--- config.mk ---
export PLATFORM = sky130hd
export DESIGN_NAME = ipc_mailbox
export DESIGN_NICKNAME = d
export VERILOG_FILES = /design/src/rtl/mbx_pkg.sv /design/src/rtl/mbx_fifo.sv /design/src/rtl/mbx_irq.sv /design/src/rtl/ipc_mailbox.sv
export SDC_FILE = /design/constraint.sdc
export NUM_CORES = 2
export LEC_CHECK = 0
export ABC_CLOCK_PERIOD_IN_PS = 6800
export BUFFER_PORTS_ARGS = -buffer_cell sky130_fd_sc_hd__buf_2
export CORE_MARGIN = 10
export CORE_UTILIZATION = 40
export CTS_CLUSTER_SIZE = 25
export DETAILED_ROUTE_END_ITERATION = 10
export MAX_ROUTING_LAYER = met4
export PLACE_DENSITY = 0.62
export REMOVE_ABC_BUFFERS = 1
export SLEW_MARGIN = 15
export SYNTH_ARGS = -nofsm -noshare
export SYNTH_HDL_FRONTEND = slang
export SYNTH_HIERARCHICAL = 1
export SYNTH_SLANG_ARGS = --single-unit
--- constraint.sdc ---
create_clock -name clk -period 6.8 [get_ports clk]
set_input_delay 1.02 -clock clk [delete_from_list [all_inputs] [get_ports clk]]
set_output_delay 1.02 -clock clk [all_outputs]
set_load 0.03 [all_outputs]
--- src/rtl/mbx_pkg.sv ---
package mbx_pkg;

  // Register byte addresses. Each channel's block of registers repeats at a fixed stride.
  localparam int ADR_IRQ_EN  = 32'h48;
  localparam int ADR_IRQ_ACK = 32'h4C;
  localparam int ADR_CH_BASE = 32'h50;
  localparam int CH_STRIDE   = 32'h30;
  localparam int OFS_CTRL    = 32'h00;
  localparam int OFS_SEND0   = 32'h10;
  localparam int OFS_SEND1   = 32'h18;
  localparam int OFS_RECV0   = 32'h20;
  localparam int OFS_RECV1   = 32'h28;

  // Bit positions in the control word.
  localparam int CTRL_FULL_BIT  = 16;
  localparam int CTRL_EMPTY_BIT = 17;
  localparam int CTRL_OVF_BIT   = 18;

  // Lowest bit of each status field in the second receive word.
  localparam int FLD_WPTR_LSB = 40;
  localparam int FLD_RPTR_LSB = 44;
  localparam int FLD_FREE_LSB = 48;
  localparam int FLD_OCC_LSB  = 52;

  typedef struct packed {
    logic [63:0] wide;
    logic [31:0] narrow;
  } msg_t;

endpackage

--- src/rtl/mbx_fifo.sv ---
module mbx_fifo
  import mbx_pkg::*;
#(
  parameter int DEPTH = 16
) (
  input  logic                      clk,
  input  logic                      rst_n,
  input  logic                      push,
  input  logic                      pop,
  input  logic                      ovf_clr,
  input  msg_t                      wdata,
  output msg_t                      head,
  output logic                      full,
  output logic                      empty,
  output logic                      ovf,
  output logic [$clog2(DEPTH)-1:0]  wptr,
  output logic [$clog2(DEPTH)-1:0]  rptr,
  output logic [$clog2(DEPTH):0]    count
);

  localparam int PTR_W = $clog2(DEPTH);
  localparam int CNT_W = PTR_W + 1;
  localparam logic [PTR_W-1:0] LAST = PTR_W'(DEPTH - 1);

  msg_t mem [DEPTH];

  logic [PTR_W-1:0] wptr_q, wptr_d, rptr_q, rptr_d;
  logic [CNT_W-1:0] cnt_q, cnt_d;
  logic             ovf_q, ovf_d;
  logic             push_ok, pop_ok;

  assign full    = (cnt_q == CNT_W'(DEPTH));
  assign empty   = (cnt_q == '0);
  assign push_ok = push & ~full;
  assign pop_ok  = pop & ~empty;

  always_comb begin
    wptr_d = wptr_q;
    rptr_d = rptr_q;
    cnt_d  = cnt_q;
    if (push_ok) wptr_d = (wptr_q == LAST) ? '0 : wptr_q + 1'b1;
    if (pop_ok)  rptr_d = (rptr_q == LAST) ? '0 : rptr_q + 1'b1;
    case ({push_ok, pop_ok})
      2'b10:   cnt_d = cnt_q + 1'b1;
      2'b01:   cnt_d = cnt_q - 1'b1;
      default: cnt_d = cnt_q;
    endcase
    // A dropped commit wins over a clear in the same cycle.
    ovf_d = (push & full) | (ovf_q & ~ovf_clr);
  end

  always_ff @(posedge clk or negedge rst_n) begin
    if (!rst_n) begin
      wptr_q <= '0;
      rptr_q <= '0;
      cnt_q  <= '0;
      ovf_q  <= 1'b0;
    end else begin
      wptr_q <= wptr_d;
      rptr_q <= rptr_d;
      cnt_q  <= cnt_d;
      ovf_q  <= ovf_d;
    end
  end

  // The storage array is not reset. An entry is read only after it has been written.
  always_ff @(posedge clk) begin
    if (push_ok) mem[wptr_q] <= wdata;
  end

  assign head  = empty ? '0 : mem[rptr_q];
  assign ovf   = ovf_q;
  assign wptr  = wptr_q;
  assign rptr  = rptr_q;
  assign count = cnt_q;

endmodule

--- src/rtl/mbx_irq.sv ---
module mbx_irq #(
  parameter int NSRC = 4
) (
  input  logic            clk,
  input  logic            rst_n,
  input  logic [NSRC-1:0] cond,
  input  logic [NSRC-1:0] ack,
  output logic [NSRC-1:0] src
);

  logic [NSRC-1:0] src_q, src_d;

  // An acknowledge clears the latch for one cycle. A condition that persists sets it again on the next edge.
  always_comb begin
    src_d = ~ack & (src_q | cond);
  end

  always_ff @(posedge clk or negedge rst_n) begin
    if (!rst_n) src_q <= '0;
    else        src_q <= src_d;
  end

  assign src = src_q;

endmodule

--- src/rtl/ipc_mailbox.sv ---
module ipc_mailbox
  import mbx_pkg::*;
#(
  parameter int DEPTH  = 16,
  parameter int ADDR_W = 8
) (
  input  logic              clk,
  input  logic              rst_n,
  input  logic              bus_wr,
  input  logic              bus_rd,
  input  logic [ADDR_W-1:0] bus_addr,
  input  logic [63:0]       bus_wdata,
  output logic [63:0]       bus_rdata,
  output logic              irq_send_empty,
  output logic              irq_recv_not_empty
);

  localparam int NCH   = 2;
  localparam int NSRC  = 2 * NCH;
  localparam int PTR_W = $clog2(DEPTH);
  localparam int CNT_W = PTR_W + 1;

  // Reset is asserted at once and released on a clock edge.
  logic [1:0] rst_pipe;
  logic       rst_n_s;

  always_ff @(posedge clk or negedge rst_n) begin
    if (!rst_n) rst_pipe <= 2'b00;
    else        rst_pipe <= {rst_pipe[0], 1'b1};
  end
  assign rst_n_s = rst_pipe[1];

  logic [NCH-1:0]             fifo_push, fifo_pop, fifo_full, fifo_empty;
  logic [NCH-1:0]             fifo_ovf, fifo_ovf_clr;
  logic [NCH-1:0][PTR_W-1:0]  fifo_wptr, fifo_rptr;
  logic [NCH-1:0][CNT_W-1:0]  fifo_cnt;
  msg_t [NCH-1:0]             fifo_head, fifo_in;
  logic [NCH-1:0][63:0]       ch_rdata;

  logic [NSRC-1:0] irq_cond, irq_ack, irq_src, irq_en_q, irq_live;
  logic            hit_en, hit_ack, en_we;

  assign hit_en  = (bus_addr == ADDR_W'(ADR_IRQ_EN));
  assign hit_ack = (bus_addr == ADDR_W'(ADR_IRQ_ACK));
  assign en_we   = bus_wr & hit_en;
  assign irq_ack = {NSRC{bus_wr & hit_ack}} & bus_wdata[NSRC-1:0];

  for (genvar ch = 0; ch < NCH; ch++) begin : g_ch
    localparam logic [ADDR_W-1:0] BASE = ADDR_W'(ADR_CH_BASE + ch * CH_STRIDE);

    logic        hit_ctrl, hit_s0, hit_s1, hit_r0, hit_r1;
    logic        stage_we;
    logic [63:0] stage_q;
    logic [CNT_W-1:0] free_slots;
    logic [3:0]  free_fld, wp_fld, rp_fld;
    logic [4:0]  occ_fld;
    logic [63:0] ctrl_word, stat_word;

    assign hit_ctrl = (bus_addr == BASE + ADDR_W'(OFS_CTRL));
    assign hit_s0   = (bus_addr == BASE + ADDR_W'(OFS_SEND0));
    assign hit_s1   = (bus_addr == BASE + ADDR_W'(OFS_SEND1));
    assign hit_r0   = (bus_addr == BASE + ADDR_W'(OFS_RECV0));
    assign hit_r1   = (bus_addr == BASE + ADDR_W'(OFS_RECV1));

    // The first send word waits in this register until the second send write commits the pair.
    assign stage_we = bus_wr & hit_s0;
    always_ff @(posedge clk or negedge rst_n_s) begin
      if (!rst_n_s)      stage_q <= '0;
      else if (stage_we) stage_q <= bus_wdata;
    end

    assign fifo_push[ch]    = bus_wr & hit_s1;
    assign fifo_pop[ch]     = bus_rd & hit_r1;
    assign fifo_ovf_clr[ch] = bus_wr & hit_ctrl & bus_wdata[CTRL_OVF_BIT];
    assign fifo_in[ch]      = '{wide: stage_q, narrow: bus_wdata[31:0]};

    mbx_fifo #(.DEPTH(DEPTH)) u_fifo (
      .clk     (clk),
      .rst_n   (rst_n_s),
      .push    (fifo_push[ch]),
      .pop     (fifo_pop[ch]),
      .ovf_clr (fifo_ovf_clr[ch]),
      .wdata   (fifo_in[ch]),
      .head    (fifo_head[ch]),
      .full    (fifo_full[ch]),
      .empty   (fifo_empty[ch]),
      .ovf     (fifo_ovf[ch]),
      .wptr    (fifo_wptr[ch]),
      .rptr    (fifo_rptr[ch]),
      .count   (fifo_cnt[ch])
    );

    assign free_slots = CNT_W'(DEPTH) - fifo_cnt[ch];
    assign free_fld   = (free_slots > CNT_W'(15)) ? 4'hF : 4'(free_slots);
    assign occ_fld    = 5'(fifo_cnt[ch]);
    assign wp_fld     = 4'(fifo_wptr[ch]);
    assign rp_fld     = 4'(fifo_rptr[ch]);

    always_comb begin
      ctrl_word = '0;
      ctrl_word[CTRL_FULL_BIT]  = fifo_full[ch];
      ctrl_word[CTRL_EMPTY_BIT] = fifo_empty[ch];
      ctrl_word[CTRL_OVF_BIT]   = fifo_ovf[ch];

      stat_word = '0;
      stat_word[31:0]                = fifo_head[ch].narrow;
      stat_word[FLD_WPTR_LSB +: 4]   = wp_fld;
      stat_word[FLD_RPTR_LSB +: 4]   = rp_fld;
      stat_word[FLD_FREE_LSB +: 4]   = free_fld;
      stat_word[FLD_OCC_LSB  +: 5]   = occ_fld;

      ch_rdata[ch] = '0;
      if (hit_ctrl) ch_rdata[ch] = ctrl_word;
      if (hit_r0)   ch_rdata[ch] = fifo_head[ch].wide;
      if (hit_r1)   ch_rdata[ch] = stat_word;
    end

    // Even-numbered sources track empty, odd-numbered sources track not-empty.
    assign irq_cond[2*ch]     = fifo_empty[ch];
    assign irq_cond[2*ch + 1] = ~fifo_empty[ch];
  end

  mbx_irq #(.NSRC(NSRC)) u_irq (
    .clk   (clk),
    .rst_n (rst_n_s),
    .cond  (irq_cond),
    .ack   (irq_ack),
    .src   (irq_src)
  );

  always_ff @(posedge clk or negedge rst_n_s) begin
    if (!rst_n_s)   irq_en_q <= '0;
    else if (en_we) irq_en_q <= bus_wdata[NSRC-1:0];
  end

  // The enable mask is applied after the sticky latch, so a masked source keeps its state.
  assign irq_live = irq_src & irq_en_q;

  always_comb begin
    irq_send_empty     = 1'b0;
    irq_recv_not_empty = 1'b0;
    for (int i = 0; i < NSRC; i++) begin
      if (i % 2 == 0) irq_send_empty     = irq_send_empty | irq_live[i];
      else            irq_recv_not_empty = irq_recv_not_empty | irq_live[i];
    end
  end

  always_comb begin
    bus_rdata = '0;
    if (bus_rd) begin
      if (hit_en)  bus_rdata[NSRC-1:0] = irq_en_q;
      if (hit_ack) bus_rdata[NSRC-1:0] = irq_src;
      for (int c = 0; c < NCH; c++) bus_rdata = bus_rdata | ch_rdata[c];
    end
  end

endmodule

## Word-level counts from Yosys, hierarchy flattened

Memories as Yosys holds them, arrays and structs flattened.
Index checks and enable logic that the tools add are counted.

- ROM bits: 0
- Input port bits: 76
- Memories: 2
- RAM bits: 3072
- Bits in latches: 0
- Register bits after elaboration: 166

- Bitwise gates (word level): 37
- Mux-type cells: 24
- Reduce and logical (&&, ||, !) cells: 4
- Shift operators: 0
- Add/subtract/negate cells: 10
- Equal/unequal tests: 22
- Multiply operators: 0
- $lt $le $gt $ge: 2
- Div/mod/pow operators: 0

Memory list:

| memory | words | bits a word | rd ports | clocked after Yosys merged registers in | wr ports | RTL line | source |
|---|---|---|---|---|---|---|---|
| g_ch[0].u_fifo.mem | 16 | 96 | 1 | 0 | 1 | mbx_fifo.sv:25 | `msg_t mem [DEPTH];` |
| g_ch[1].u_fifo.mem | 16 | 96 | 1 | 0 | 1 | mbx_fifo.sv:25 |  |

Operators with widths:

| operator | count |
|---|---|
| 64-bit 2-to-1 mux | 5 |
| 96-bit 2-to-1 mux | 2 |
| 4-bit by 64-bit OR with 64-bit output | 1 |
| 64-bit OR | 1 |
| 8-bit by 7-bit equality test with 1-bit output, second input constant | 7 |
| 8-bit equality test, second input constant | 5 |
| 19-bit 2-to-1 mux | 2 |
| 4-bit 2-to-1 mux | 9 |
| 1-bit AND | 20 |
| 5-bit one-hot mux with 2 select lines | 2 |
| 4-bit by 1-bit adder with 4-bit output, second input constant | 4 |
| 4-bit equality test, second input constant | 4 |
| 4-bit AND | 3 |
| 5-bit by 1-bit adder with 5-bit output, second input constant | 2 |
| 5-bit equality test, second input constant | 2 |
| 5-bit by 4-bit > comparator with 1-bit output, second input constant | 2 |
| 5-bit zero test | 2 |
| 5-bit by 1-bit subtractor with 5-bit output, second input constant | 2 |
| 5-bit subtractor, first input constant | 2 |
| 1-bit inverter | 6 |
| 2-bit by 1-bit equality test with 1-bit output, second input constant | 2 |
| 2-bit equality test, second input constant | 2 |
| 1-bit 2-to-1 mux | 4 |
| 4-bit inverter | 1 |
| other kinds (3) | 7 |

## Logic depth before layout (Yosys ltp)

- Word-level depth: 7
- Gate-level depth with buffers: 15
- Gate-level depth less buffers: 12

## By module

The synthesis kept the hierarchy.

By module, submodules not included:

| module | seq. area each (µm²) | times used | cells an instance | area each (µm²) |
|---|---|---|---|---|
| mbx_fifo at g_ch[1].u_fifo | 46474.6 | 1 | 2855 | 59544.6 |
| mbx_fifo at g_ch[0].u_fifo | 46474.6 | 1 | 2855 | 59534.6 |
| ipc_mailbox | 3353.2 | 1 | 594 | 7116.8 |
| mbx_irq | 100.1 | 1 | 8 | 140.1 |

## Least setup slack after synthesis

Ideal clock, no wire load.

- Path type: input-to-reg
- Start: input bus_addr[2]
- End: memory g_ch[0].u_fifo/mem[0][0] (netlist bit), enable pin
- Path slack: -2904 ps
- Library setup time: 668 ps
- Required time: 6132 ps
- Arrival: 9036 ps
- Stages: 7
- Cell sequence: buf_2 > or4b_2 > nor2_1 > a21boi_0 > buf_2 > nand2_1 > nor3_1

- Cells in the longest elaborated chain, start to end: 5

RTL lines:

| what | RTL line | source |
|---|---|---|
| from (decl) | ipc_mailbox.sv:11 | `input logic [ADDR_W-1:0] bus_addr,` |
| 8-bit by 7-bit equality test with 1-bit output | ipc_mailbox.sv:61 | `assign hit_s1 = (bus_addr == BASE + ADDR_W'(OFS_SEND1));` |
| 1-bit AND | ipc_mailbox.sv:72 | `assign fifo_push[ch] = bus_wr & hit_s1;` |
| via fifo_push[0] | ipc_mailbox.sv:33 | `logic [NCH-1:0] fifo_push, fifo_pop, fifo_full, fifo_empty;` |
| 1-bit AND | mbx_fifo.sv:34 | `assign push_ok = push & ~full;` |
| 1-bit 2-to-1 mux | mbx_fifo.sv:68 | `if (push_ok) mem[wptr_q] <= wdata;` |
| 1-bit 2-to-1 mux (implied by the code) | mbx_fifo.sv:68 |  |
| to (decl) | mbx_fifo.sv:25 |  |

The timed path passes the listed nets, and every way through them passes these cells.

==> metrics.txt <==
outcome finished clean; synth top area cells edfxtp_1 (73%), mux2i_1 (7.5%), mux4_2 (7.0%); Final Hold Fails 0; Routability Congestion 0.8398; design area 142,400 sq um; maxcap violations 0; initial core utilization 40.14%; r2r setup slk 3.42 ns; post_cts resized 0; io pins 142; Worst setup SP type flip-flop; clk root buf clkbuf_16; vias in the first global route 63,550; compound-cell area share of the yosys netlist 4.347%; top_reg_cell synth edfxtp_1; GRT overflow 0; placed cell areas 132,500 sq um; core area 314,700 sq um; Hold WC Path Type flip-flop to async pin; CTS Sinks 3,238; worst slew pin tran 1.324 ns; biggest area consumer among synthesized cells edfxtp_1; CP cell instances nor4_2 -> nand2b_1 -> nand2b_4 -> buf_4 -> o22ai_1 -> a222oi_1 -> nor2_1 -> buf_2; Clock transition at path regs 0.07 ns; Via density 5.780; asr flop ratio synth 5.127%; layout cells sized above 1 19.35%; yosys synthesis warning count 6; post-synthesis cell count 6,312; Pins Over Slew Limit 0; final worst-path cycle share 89.44%; FMAX 164.4 MHz; smallest hold slack 0.2659 ns; Post-DP HPWL 189,000 microns; die area 338,700 sq um; DRC viols 0; std cell rows 206; overall routing resource usage 19.48%; VDD IR-drop max 0.2269 mV; syn_area_per_cell 20.02 sq um; Largest stage delay, worst path 1.18 ns; clk buf depth 4; Final setup viols 0; routed length per placed instance 30.18 microns; max_slew headroom 11.73%; final wirelength 332,100 microns; NumNets Final 6,674; cts hold-fix bufs 1; port buffer count 141; die width 582.0 microns; vias post-DR 63,610; unrepaired setup endpoints after global routing no; largest family of logic cells by synthesized area multiplexers; register area share after synthesis 76.31%; CTS H-tree lvls 5; Synth Area in XOR/XNOR 0.1387%; critical path class flip-flop to output pin; final core utilization 45.26%; first-pass GRT wire length 474,100 microns; fill cell total of the finished layout 26,190; Tmin final 6.082 ns; Worst Path Max Fanout 34; maximum number of pins on one net before global-route repair 104; total CTS buffers 311; CP required 5.78 ns; Clk Latency, worst-skew pair 0.87 ns; worst setup margin 0.7182 ns; Crit-path slowest cell a222oi_1; die height 582.0 microns; top-area cell type share of the netlist area 73.02%; Iteration-0 DRC Markers 7,167; Setup crit end kind output pin; Post-Synth Simple-Gate Area 1.467%; power density over cell area 277.0 nW/um^2; post-CTS setup buffers 0; Synth Register Bits 3,238; post-place setup slack 1.598 ns; initial antenna violation count 39; post-synthesis mux area share 15.76%; Arr. time, crit path 5.06 ns; Post-synth EDFFs 3,072; library cells used by synthesis 66; Mapped Area 126,300 sq um; Leak 44.76 nW; post-route ant nets 0; Pre-Repair DR Iteration Count 9; Area growth syn-to-layout 12.73%; Synth Area in Adders 0.1783%; Setup Skew 0.03028 ns; CTS tree built
worst max-delay path: cells and delay by family (launching register included):
family | cells | cell delay (ns)
flops | 1 | 0.54
compound gates | 2 | 1.47
buf+inv | 2 | 0.67
simple gates | 4 | 1.46
logic make-up after synthesis:
kind of cell,count (synthesis)
other,1
AND/OR/NAND/NOR,403
multiplexers,1482
AO/OA/AOI/OAI,746
flip-flops,3238
adder cells (fa/ha/maj),18
buffers and inverters,404
XOR/XNOR,20
metrics by stage:
| stage | total power [W] | cells | setup TNS, ns |
|---|---|---|---|
| after detailed placement | 0.02304 | 10430 | 0 |
| after global placement | 0.02301 | 10420 | 0 |
| after floorplan | 0.02266 | 5932 | -4543.80 |
| after global routing | 0.04057 | 11000 | 0 |
| after CTS | 0.03975 | 10990 | 0 |
| final | 0.03945 | 11000 | 0 |
path summary, 6_finish.rpt:
path / start / endpoint / depth (start not counted)
max: g_ch[0].u_fifo/count[2] / bus_rdata[15] / 8
min: rst_pipe[1] / g_ch[0].stage_q[37] / 0
max reg2reg: g_ch[1].u_fifo/count[2] / g_ch[1].u_fifo/mem[4][46] / 5
min reg2reg: rst_pipe[1] / g_ch[0].stage_q[37] / 0
max in group asynchronous: rst_pipe[1] / g_ch[0].u_fifo/rptr[2] / 1
min in group clk: rst_pipe[0] / rst_pipe[1] / 0
flip-flops by register name (all words and copies together), names as in the netlist:
register,flops
g_ch.u_fifo/ovf,2
rst_pipe,2
g_ch.u_fifo/mem,3072
g_ch.u_fifo/count,10
g_ch.stage_q,128
g_ch.u_fifo/wptr,8
irq_en_q,4
g_ch.u_fifo/rptr,8
u_irq/src,4
layout by cell type (no fill, tap or decap), types with 18 or more instances in the layout:
master	instances
nand3_1	18
mux2_2	82
a22oi_1	399
a222oi_1	40
nor2_4	27
nand2_1	215
buf_12	52
buf_4	140
ha_1	18
buf_2	142
clkinv_2	52
clkbuf_1	81
edfxtp_1	3072
dfrtp_1	159
mux2i_1	948
clkbuf_16	319
clkinv_1	34
o22ai_1	192
inv_1	23
mux4_2	392
nor2_1	60
a22o_1	54
mux2_1	60
clkbuf_8	26
synth_stat cells, types with 6 or more instances:
| cell | instances |
|---|---|
| nor2b_1 | 9 |
| o21ai_0 | 17 |
| a22oi_1 | 399 |
| inv_1 | 24 |
| o22ai_1 | 192 |
| mux2_2 | 82 |
| nand3_1 | 18 |
| dfrtp_1 | 166 |
| nor3_1 | 14 |
| clkbuf_1 | 57 |
| a21o_1 | 6 |
| buf_2 | 197 |
| nor2_1 | 86 |
| xor2_1 | 10 |
| a22o_1 | 54 |
| mux4_2 | 392 |
| edfxtp_1 | 3072 |
| buf_1 | 12 |
| mux2i_1 | 948 |
| nand2b_1 | 11 |
| buf_4 | 85 |
| and2_1 | 12 |
| buf_6 | 22 |
| xnor2_1 | 10 |
| a21oi_1 | 8 |
| nand2_1 | 215 |
| mux2_1 | 60 |
| a222oi_1 | 40 |
| ha_1 | 18 |
where the power goes:
part,internal [W],total [W],switching (W)
clock,0.00959,0.0168,0.00724
combinational,0.000132,0.000584,0.000452
sequential,0.0218,0.0220,0.000200
routing by layer:
| layer | global-route usage (%) | share of wire, % | wire [microns] |
|---|---|---|---|
| met1 | 25.82 | 41 | 135500 |
| met2 | 31.54 | 49 | 162300 |
| met3 | 2.987 | 7.5 | 24840 |
| met4 | 5.346 | 2.8 | 9381 |
| met5 | - | 0 | 0 |
cell type report:
cell class                 instances  area [sq um]  share of cell area, %
antenna                           17         42.54                0.02987
inverter                          24         90.09                0.06325
multi-input combinational       2670         27990                  19.65
timing repair buffer             335          2813                  1.975
clock inverter                   134          1207                 0.8478
sequential                      3238         96430                  67.71
tap                             4160          5205                  3.655
clock buffer                     426          8645                  6.070
Power figures use the tool's default switching activity.
